==> src/rtl/nvm_sum_pkg.sv <==
// Package: shared types for the checksum engine.
// Assumes: nothing beyond IEEE 1800-2017.
package nvm_sum_pkg;

    // Engine phase: idle, walking reads, or writing the checksum word.
    typedef enum logic [1:0] {
        PH_IDLE  = 2'd0,
        PH_READ  = 2'd1,
        PH_WRITE = 2'd2
    } sum_phase_t;

    // Operation selected with start.
    typedef enum logic {
        OP_VALIDATE = 1'b0,
        OP_UPDATE   = 1'b1
    } sum_op_t;

endpackage

==> src/rtl/nvm_sum_accum.sv <==
// Module: running-total register.
// Does: clears on a new operation and adds each accepted read word modulo
//       2^DATA_W. It also offers the total including the word on the port and
//       the value that would bring the stored total to the signature.
// Assumes: add_i is asserted only for an error-free read acknowledge.
module nvm_sum_accum #(
    parameter int unsigned          DATA_W    = 16,
    parameter logic [DATA_W-1:0]    SIGNATURE = 16'hBABA
) (
    input  logic              clk,
    input  logic              rst_n,
    input  logic              clr_i,
    input  logic              add_i,
    input  logic [DATA_W-1:0] word_i,
    output logic [DATA_W-1:0] total_with_word_o,
    output logic [DATA_W-1:0] fill_o
);

    logic [DATA_W-1:0] total_q;

    // Holds the wrapped sum of all words accepted so far.
    always_ff @(posedge clk) begin
        if (!rst_n) begin
            total_q <= '0;
        end else if (clr_i) begin
            total_q <= '0;
        end else if (add_i) begin
            total_q <= total_q + word_i;
        end
    end

    // Sum including the word being acknowledged; used for the final compare.
    always_comb total_with_word_o = total_q + word_i;

    // Value that makes the total reach the signature.
    always_comb fill_o = SIGNATURE - total_q;

endmodule

==> src/rtl/nvm_sum_walker.sv <==
// Module: address walker.
// Does: steps a word index from 0 and flags the last word to read for the
//       current operation. It drives the checksum address during write-back.
// Assumes: CSUM_IDX < 2**ADDR_W.
module nvm_sum_walker
    import nvm_sum_pkg::*;
#(
    parameter int unsigned ADDR_W   = 8,
    parameter int unsigned CSUM_IDX = 63
) (
    input  logic              clk,
    input  logic              rst_n,
    input  logic              clr_i,
    input  logic              step_i,
    input  sum_op_t           op_i,
    input  logic              wr_phase_i,
    output logic              at_last_o,
    output logic [ADDR_W-1:0] addr_o
);

    localparam logic [ADDR_W-1:0] CSUM_A   = ADDR_W'(CSUM_IDX);
    localparam logic [ADDR_W-1:0] LAST_UPD = (CSUM_IDX == 0) ? '0 : ADDR_W'(CSUM_IDX - 1);

    logic [ADDR_W-1:0] idx_q;
    logic [ADDR_W-1:0] last_idx;

    // Index of the next word to read.
    always_ff @(posedge clk) begin
        if (!rst_n) begin
            idx_q <= '0;
        end else if (clr_i) begin
            idx_q <= '0;
        end else if (step_i) begin
            idx_q <= idx_q + 1'b1;
        end
    end

    // Last read index depends on whether the checksum word is included.
    always_comb last_idx = (op_i == OP_UPDATE) ? LAST_UPD : CSUM_A;

    // Flags the final read of the walk.
    always_comb at_last_o = (idx_q == last_idx);

    // Address of the current request.
    always_comb addr_o = wr_phase_i ? CSUM_A : idx_q;

endmodule

==> src/rtl/nvm_sum_ctrl.sv <==
// Module: operation sequencer.
// Does: accepts start while idle, walks reads one at a time, makes the
//       validate decision or moves to write-back, and records the outcome.
// Assumes: the memory acknowledges each held request exactly once.
module nvm_sum_ctrl
    import nvm_sum_pkg::*;
#(
    parameter int unsigned          DATA_W    = 16,
    parameter int unsigned          CSUM_IDX  = 63,
    parameter logic [DATA_W-1:0]    SIGNATURE = 16'hBABA
) (
    input  logic              clk,
    input  logic              rst_n,
    input  logic              start_i,
    input  logic              mode_i,
    input  logic              ack_i,
    input  logic              err_i,
    input  logic              at_last_i,
    input  logic [DATA_W-1:0] total_i,
    output sum_phase_t        phase_o,
    output sum_op_t           op_o,
    output logic              clr_o,
    output logic              step_o,
    output logic              done_o,
    output logic              valid_o,
    output logic              error_o
);

    localparam bit NO_PRE_WORDS = (CSUM_IDX == 0);

    sum_phase_t phase_q;
    sum_op_t    op_q;
    logic       done_q, valid_q, error_q;
    logic       accept;

    // A start counts only while idle.
    always_comb accept = (phase_q == PH_IDLE) && start_i;

    // Phase, latched mode and outcome flags.
    always_ff @(posedge clk) begin
        if (!rst_n) begin
            phase_q <= PH_IDLE;
            op_q    <= OP_VALIDATE;
            done_q  <= 1'b0;
            valid_q <= 1'b0;
            error_q <= 1'b0;
        end else begin
            done_q <= 1'b0;
            unique case (phase_q)
                PH_IDLE: begin
                    if (accept) begin
                        op_q    <= sum_op_t'(mode_i);
                        valid_q <= 1'b0;
                        error_q <= 1'b0;
                        if (mode_i && NO_PRE_WORDS) phase_q <= PH_WRITE;
                        else                        phase_q <= PH_READ;
                    end
                end
                PH_READ: begin
                    if (ack_i) begin
                        if (err_i) begin
                            error_q <= 1'b1;
                            done_q  <= 1'b1;
                            phase_q <= PH_IDLE;
                        end else if (at_last_i) begin
                            if (op_q == OP_VALIDATE) begin
                                valid_q <= (total_i == SIGNATURE);
                                error_q <= (total_i != SIGNATURE);
                                done_q  <= 1'b1;
                                phase_q <= PH_IDLE;
                            end else begin
                                phase_q <= PH_WRITE;
                            end
                        end
                    end
                end
                PH_WRITE: begin
                    if (ack_i) begin
                        valid_q <= !err_i;
                        error_q <= err_i;
                        done_q  <= 1'b1;
                        phase_q <= PH_IDLE;
                    end
                end
                default: phase_q <= PH_IDLE;
            endcase
        end
    end

    // Datapath controls and registered outputs.
    always_comb begin
        clr_o   = accept;
        step_o  = (phase_q == PH_READ) && ack_i && !err_i;
        phase_o = phase_q;
        op_o    = op_q;
        done_o  = done_q;
        valid_o = valid_q;
        error_o = error_q;
    end

endmodule

==> src/rtl/nvm_sum_engine.sv <==
// Module: checksum engine top.
// Does: validates or rewrites the integrity word of a nonvolatile image over
//       a one-request-at-a-time word port.
// Assumes: CSUM_IDX < 2**ADDR_W; the memory holds each request until it
//          acknowledges it, and mem_err_i is meaningful only with mem_ack_i.
module nvm_sum_engine
    import nvm_sum_pkg::*;
#(
    parameter int unsigned          ADDR_W    = 8,
    parameter int unsigned          DATA_W    = 16,
    parameter int unsigned          CSUM_IDX  = 63,
    parameter logic [DATA_W-1:0]    SIGNATURE = 16'hBABA
) (
    input  logic              clk,
    input  logic              rst_n,
    input  logic              start_i,
    input  logic              mode_i,
    output logic              busy_o,
    output logic              done_o,
    output logic              valid_o,
    output logic              error_o,
    output logic              mem_rd_o,
    output logic              mem_wr_o,
    output logic [ADDR_W-1:0] mem_addr_o,
    output logic [DATA_W-1:0] mem_wdata_o,
    input  logic              mem_ack_i,
    input  logic              mem_err_i,
    input  logic [DATA_W-1:0] mem_rdata_i
);

    sum_phase_t        phase;
    sum_op_t           op;
    logic              clr, step, at_last;
    logic [DATA_W-1:0] total_with_word, fill;

    nvm_sum_ctrl #(
        .DATA_W   (DATA_W),
        .CSUM_IDX (CSUM_IDX),
        .SIGNATURE(SIGNATURE)
    ) u_ctrl (
        .clk      (clk),
        .rst_n    (rst_n),
        .start_i  (start_i),
        .mode_i   (mode_i),
        .ack_i    (mem_ack_i),
        .err_i    (mem_err_i),
        .at_last_i(at_last),
        .total_i  (total_with_word),
        .phase_o  (phase),
        .op_o     (op),
        .clr_o    (clr),
        .step_o   (step),
        .done_o   (done_o),
        .valid_o  (valid_o),
        .error_o  (error_o)
    );

    nvm_sum_walker #(
        .ADDR_W  (ADDR_W),
        .CSUM_IDX(CSUM_IDX)
    ) u_walk (
        .clk       (clk),
        .rst_n     (rst_n),
        .clr_i     (clr),
        .step_i    (step),
        .op_i      (op),
        .wr_phase_i(phase == PH_WRITE),
        .at_last_o (at_last),
        .addr_o    (mem_addr_o)
    );

    nvm_sum_accum #(
        .DATA_W   (DATA_W),
        .SIGNATURE(SIGNATURE)
    ) u_acc (
        .clk              (clk),
        .rst_n            (rst_n),
        .clr_i            (clr),
        .add_i            (step),
        .word_i           (mem_rdata_i),
        .total_with_word_o(total_with_word),
        .fill_o           (fill)
    );

    // Request strobes and status follow the sequencer phase.
    always_comb begin
        busy_o      = (phase != PH_IDLE);
        mem_rd_o    = (phase == PH_READ);
        mem_wr_o    = (phase == PH_WRITE);
        mem_wdata_o = fill;
    end

endmodule

==> config.mk <==
export PLATFORM = sky130hd
export DESIGN_NAME = nvm_sum_engine
export DESIGN_NICKNAME = d
export VERILOG_FILES = /design/src/rtl/nvm_sum_pkg.sv /design/src/rtl/nvm_sum_accum.sv /design/src/rtl/nvm_sum_walker.sv /design/src/rtl/nvm_sum_ctrl.sv /design/src/rtl/nvm_sum_engine.sv
export SDC_FILE = /design/constraint.sdc
export NUM_CORES = 1
export LEC_CHECK = 0
export CAP_MARGIN = 15
export CORE_UTILIZATION = 35
export DETAILED_ROUTE_END_ITERATION = 6
export GPL_TIMING_DRIVEN = 0
export MAX_ROUTING_LAYER = met4
export PLACE_DENSITY = 0.72
export SLEW_MARGIN = 40
export SYNTH_ARGS = -nofsm -noshare
export SYNTH_HDL_FRONTEND = slang
export SYNTH_SLANG_ARGS = --single-unit
==> constraint.sdc <==
create_clock -name clk -period 2.8 [get_ports clk]
set_input_delay 0.7 -clock clk [delete_from_list [all_inputs] [get_ports clk]]
set_output_delay 0.7 -clock clk [all_outputs]
set_load 0.005 [all_outputs]
==> results.ini, run 1 <==
[run_status]
status = complete, but fails checks
violations = negative setup slack

[hold_path]
hold_class = reg -> reg

[clock_network]
htree_levels = 2
cts_made_buffers = 5
ctsHoldBuffers = 0
clk_latency_ns = 0.28
cts_root_buf = clkbuf_8
cts_tree = done
clockBufferDepth = 2
clock-sinks = 30
clk_pin_slew_ns = 0.07

[sta]
period_needed_ns = 2.85
slew_viol_final = 0
skew_ns = 0.00324
final-hold-violation-count = 0
max_slew_margin = 0.661
setup_viol = 2
fmax_mhz = 351
setup_slack_ns = -0.0488
rsz0062_at_grt = yes
hold_slack_ns = 0.515
tightest_slew_ns = 0.503
finalCritPeriodShare = 1.02
setup_tns_ns = -0.0846

[synthesis]
ys_warn_count = 0
syn_avg_cell_area_sq_um = 7.54
ys_seq_elements = 30
synth-edff-count = 0
synth-async-reset-ratio = 0
synthCells = 328
yosysTopAreaCell = dfxtp_1
synth_cell_type_count = 51
synth.top_cell.area_share = 0.243
ys.flop_type = dfxtp_1
ys_seq_area_frac = 0.243
syn-cell-area_sq_um = 2470
syn-num-nets = 372
synth_area_leaders = dfxtp_1, ha_1, nor2_1, xor2_1, a21oi_1

[floorplan]
core-area_sq_um = 6790
io_pins = 52
die_area_sq_um = 7400
chipHeight_microns = 86.0
die_w_microns = 86.0
initial_core_util = 0.364
rows = 30

[routing]
vias = 2635
firstDrtPassIters = 4
routed_wl_mm = 7.00
drc_errors = 0
viasPerCell = 5.18
ant_nets = 0
dr.first_iter.drc_count = 102
wire_per_inst_microns = 13.7

[finish]
layout-drive-gt1-share = 0.237
multi_input_area_sq_um = 2050
antenna_cells = 0
nFillCells = 645
nets = 456
area_growth_pct = 49.0
seqCellArea_sq_um = 619
layout_commonest_cell = nor2_1
layout_common_cells = nor2_1, clkdlybuf4s50_1, nand2_1, buf_4, dfxtp_1

[global_route]
grt_usage = 0.201
grt_use_met1 = 0.244
use_met3 = 0.0279
antenna_found_initial = 0
top_usage_layer = met2
grt_pass1_vias = 2517
grt_overflow = 0
grt_pass1_wl_mm = 11.5
gr-usage-met2 = 0.348
grt_max_degree = 11

[critical_path]
critPathRequiredTime_ns = 2.96
crit_path_end_kind = register
crit_type = in -> reg
crit_path_start_kind = input port
arrival_ns = 3.01
cp_max_fo = 5

[place]
gp_congestion = 0.898
io_buffer_count = 50
dp_hpwl_mm = 4.89

[power_and_ir_drop]
ir_drop_v = 0.000200
power_density_nw_per_um2 = 301
leakage_nw = 1.37

[run]
cap_viol_max_count = 0

final cells by class:
type / count / area share
inverter: 13 / 0.0132
tap: 96 / 0.0326
clock inverter: 2 / 0.00340
timing repair buffer: 79 / 0.189
multi-input combinational: 273 / 0.558
sequential: 30 / 0.168
buffer: 10 / 0.0132
clock buffer: 6 / 0.0224
cell families (layout without fill, tap and decap cells):
| family | count (synthesis) | count (layout) | share of synthesized area |
|---|---|---|---|
| AO/OA/AOI/OAI | 88 | 88 | 0.237 |
| AND/OR/NAND/NOR | 135 | 135 | 0.263 |
| XOR/XNOR | 28 | 28 | 0.0992 |
| buffers and inverters | 25 | 110 | 0.0430 |
| flip-flops | 30 | 30 | 0.243 |
| adder cells (fa/ha/maj) | 22 | 22 | 0.114 |
cells in the mapped netlist, drive strengths merged (9+ instances only):
cell type and number:
nand2 30, nor2b 10, inv 13, nor2 40, xnor2 11, nand3 11
xor2 17, ha 21, nor3 9, o21ai 18, a21oi 25, dfxtp 30
clkbuf 9
registers in the layout, summed over array words and instances, names as in the netlist:
signal / count
u_ctrl.phase_o: 2
u_ctrl.done_o: 1
u_ctrl.op_o: 1
u_ctrl.valid_o: 1
u_acc.total_q: 16
u_ctrl.error_o: 1
u_walk.idx_q: 8
repair_timing:
action                                  CTS  global route
endpoints found under the setup margin   14             7
gates resized for setup                  82            17
pin swaps                                23            20
cloned                                    1             0
buffers inserted                         16            13
through the flow:
stage | power, W | utilization | worst slack [ns] | instance area (sq um) | std cells
finish | 0.00111 | 0.542 | -0.0488 | 3680 | 509
global route | 0.00117 | 0.542 | -0.191 | 3680 | 509
CTS | 0.00110 | 0.524 | -0.106 | 3560 | 497
detailed placement | 0.000711 | 0.460 | -0.825 | 3130 | 474
global placement | 0.000707 | 0.460 | -0.821 | 3130 | 474
floorplan | 0.000614 | - | 0.00151 | 2510 | 328
where the power goes:
part | internal, W | switching (W)
clock | 0.000197 | 0.000171
sequential | 0.000433 | 0.0000149
combinational | 0.000143 | 0.000150
total | 0.000774 | 0.000336
worst paths after layout:
| check | startpoint | to | slack, ns | cells past startpoint |
|---|---|---|---|---|
| worst max-delay path | mem_rdata_i[6] | u_ctrl.error_o | -0.05 | 11 |
| worst min-delay path | u_ctrl.phase_o[1] | u_ctrl.phase_o[1] | 0.51 | 2 |
| worst max register to register | u_acc.total_q[0] | u_ctrl.error_o | 0.03 | 11 |
| worst min register to register | u_ctrl.phase_o[1] | u_ctrl.phase_o[1] | 0.51 | 2 |
critical path, cell delays in order:
cell           delay [ns]
dlygate4sd2_1        0.27
ha_4                 0.29
buf_6                0.11
nor2b_2              0.06
a221oi_2             0.30
o311ai_4             0.17
a2111oi_2            0.36
o2111ai_1            0.18
nor4b_2              0.28
and3_1               0.22
o31ai_1              0.07
layer usage:
layer	vias to the layer above	routed length, microns
li1	1332	-
met1	1245	3160
met2	49	3530
met3	9	214
met4	0	85
met5	-	0
(Power assumes the default switching activity.)
==> run 2: changes to the inputs <==
--- a/config.mk
+++ b/config.mk
@@ -7,10 +7,11 @@
 export LEC_CHECK = 0
 export CAP_MARGIN = 15
 export CORE_UTILIZATION = 35
+export CTS_CLUSTER_DIAMETER = 150
 export DETAILED_ROUTE_END_ITERATION = 6
 export GPL_TIMING_DRIVEN = 0
 export MAX_ROUTING_LAYER = met4
-export PLACE_DENSITY = 0.72
+export PLACE_DENSITY = 0.69
 export SLEW_MARGIN = 40
 export SYNTH_ARGS = -nofsm -noshare
 export SYNTH_HDL_FRONTEND = slang
==> constraint.sdc (replaced) <==
create_clock -name clk -period 3.2 [get_ports clk]
set_input_delay 0.8 -clock clk [delete_from_list [all_inputs] [get_ports clk]]
set_output_delay 0.8 -clock clk [all_outputs]
set_load 0.005 [all_outputs]
==> run 2 against run 1 <==
Compared with the run above:
- the flow now finishes without violations
- first-iteration DRC count is 5.9% higher
- critical path depth unchanged
- clock skew is 0.0016 ns higher
- sequential cell count did not move
- largest power group unchanged
- sequential power decreased by 12%
- via count fell by 3.4%
- power is 17% lower
- register-to-register slack better by 0.26 ns
==> results.ini, run 2 (synthesized netlist as in run 1, its figures left out) <==
[run_status]
status = finished clean

[routing]
ant_nets = 0
routed_wl_mm = 6.74
firstDrtPassIters = 4
viasPerCell = 5.18
drc_errors = 0
vias = 2545
wire_per_inst_microns = 13.7
dr.first_iter.drc_count = 108

[clock_network]
clk_pin_slew_ns = 0.06
clk_latency_ns = 0.28
cts_tree = done
clockBufferDepth = 2
cts_made_buffers = 5
clock-sinks = 30
cts_root_buf = clkbuf_8
ctsHoldBuffers = 0
htree_levels = 2

[global_route]
grt_overflow = 0
grt_pass1_wl_mm = 10.7
gr-usage-met2 = 0.308
grt_use_met1 = 0.235
grt_pass1_vias = 2338
grt_max_degree = 11
grt_usage = 0.188
top_usage_layer = met2
antenna_found_initial = 0
use_met3 = 0.0385

[sta]
max_slew_margin = 0.569
period_needed_ns = 3.08
slew_viol_final = 0
finalCritPeriodShare = 0.963
setup_viol = 0
setup_tns_ns = 0
fmax_mhz = 325
hold_slack_ns = 0.510
skew_ns = 0.00486
tightest_slew_ns = 0.640
final-hold-violation-count = 0
setup_slack_ns = 0.119

[finish]
antenna_cells = 0
largest-register = u_acc.total_q
nFillCells = 638
layout_common_cells = clkdlybuf4s50_1, nor2_1, nand2_1, dfxtp_1, a21oi_1
nets = 439
stdcell_count = 491
largest_reg_flops = 16
layout-drive-gt1-share = 0.175
area_growth_pct = 43.1
layout_commonest_cell = clkdlybuf4s50_1
final_core_util = 0.521

[critical_path]
crit_type = in -> reg
path_buf_inv = 2
max_stage_delay_ns = 0.33
path_cells = dlygate4sd2_1 -> ha_4 -> nor2b_4 -> o31a_1 -> buf_6 -> o311ai_4 -> a21o_1 -> a21boi_2 -> nor4b_2 -> and3_1 -> a211o_1
critPathRequiredTime_ns = 3.37
critPathSlowestCell = o311ai_4
cpLargestDelayFamily = compound AO/OA/AOI/OAI gates
crit_path_end_kind = register
cp_max_fo = 4
crit_path_start_kind = input port
arrival_ns = 3.25

[place]
gp_congestion = 0.917
dp_hpwl_mm = 4.80
io_buffer_count = 50
dp_cells = 474
dp_slack_ns = -0.675

[floorplan]
chipHeight_microns = 86.0
rows = 30
core-area_sq_um = 6790
die_w_microns = 86.0
initial_core_util = 0.364
io_pins = 52
die_area_sq_um = 7400

[power_and_ir_drop]
leakage_nw = 1.34
power_density_nw_per_um2 = 262
ir_drop_v = 0.000168

[hold_path]
hold_class = reg -> reg

[run]
cap_viol_max_count = 0

run 2: what timing repair did:
action / CTS / global route
pin swaps: 14 / 17
endpoints found under the setup margin: 8 / 7
buffers inserted: 8 / 5
gates resized for setup: 31 / 41
run 2: through the flow:
step / total power, W / area [sq um]
after CTS: 0.000910 / 3340
after detailed placement: 0.000617 / 3090
final: 0.000926 / 3540
after global routing: 0.000980 / 3540
after global placement: 0.000615 / 3090
after floorplan: 0.000535 / 2470
run 2: report_power, final:
part / internal [W] / switching, W
clock: 0.000149 / 0.000134
combinational: 0.000121 / 0.000127
sequential: 0.000381 / 0.0000133
total: 0.000652 / 0.000274
run 2: final cells by class:
cell class / count / area (sq um) / share of cell area
repair buffers: 63 / 618 / 0.175
multi-input cells: 273 / 2020 / 0.572
plain buffers: 9 / 37.5 / 0.0106
inverters: 13 / 48.8 / 0.0138
well taps: 96 / 120 / 0.0340
flip-flops and latches: 30 / 612 / 0.173
clock buffers: 7 / 76.3 / 0.0216
run 2: layer usage:
metal  share of wire  routed length [microns]
met1            0.46                     3080
met2            0.49                     3290
met3           0.040                      270
met4           0.015                      103
met5               0                        0
run 2: worst paths after layout:
check	start	endpoint	slack, ns	cells past startpoint
worst min-delay path	u_ctrl.phase_o[1]	u_ctrl.phase_o[1]	0.51	2
worst max-delay path	mem_rdata_i[2]	u_ctrl.valid_o	0.12	11
worst min register to register	u_ctrl.phase_o[1]	u_ctrl.phase_o[1]	0.51	2
worst max register to register	u_acc.total_q[0]	u_ctrl.error_o	0.29	12
run 2: worst register-to-register path, delay by kind of cell (launching register included):
| kind | cells | cell delay, ns |
|---|---|---|
| AO/OA/AOI/OAI | 5 | 0.96 |
| adder cells (fa/ha/maj) | 2 | 0.62 |
| flip-flops | 1 | 0.40 |
| AND/OR/NAND/NOR | 3 | 0.62 |
| buffers and inverters | 2 | 0.18 |
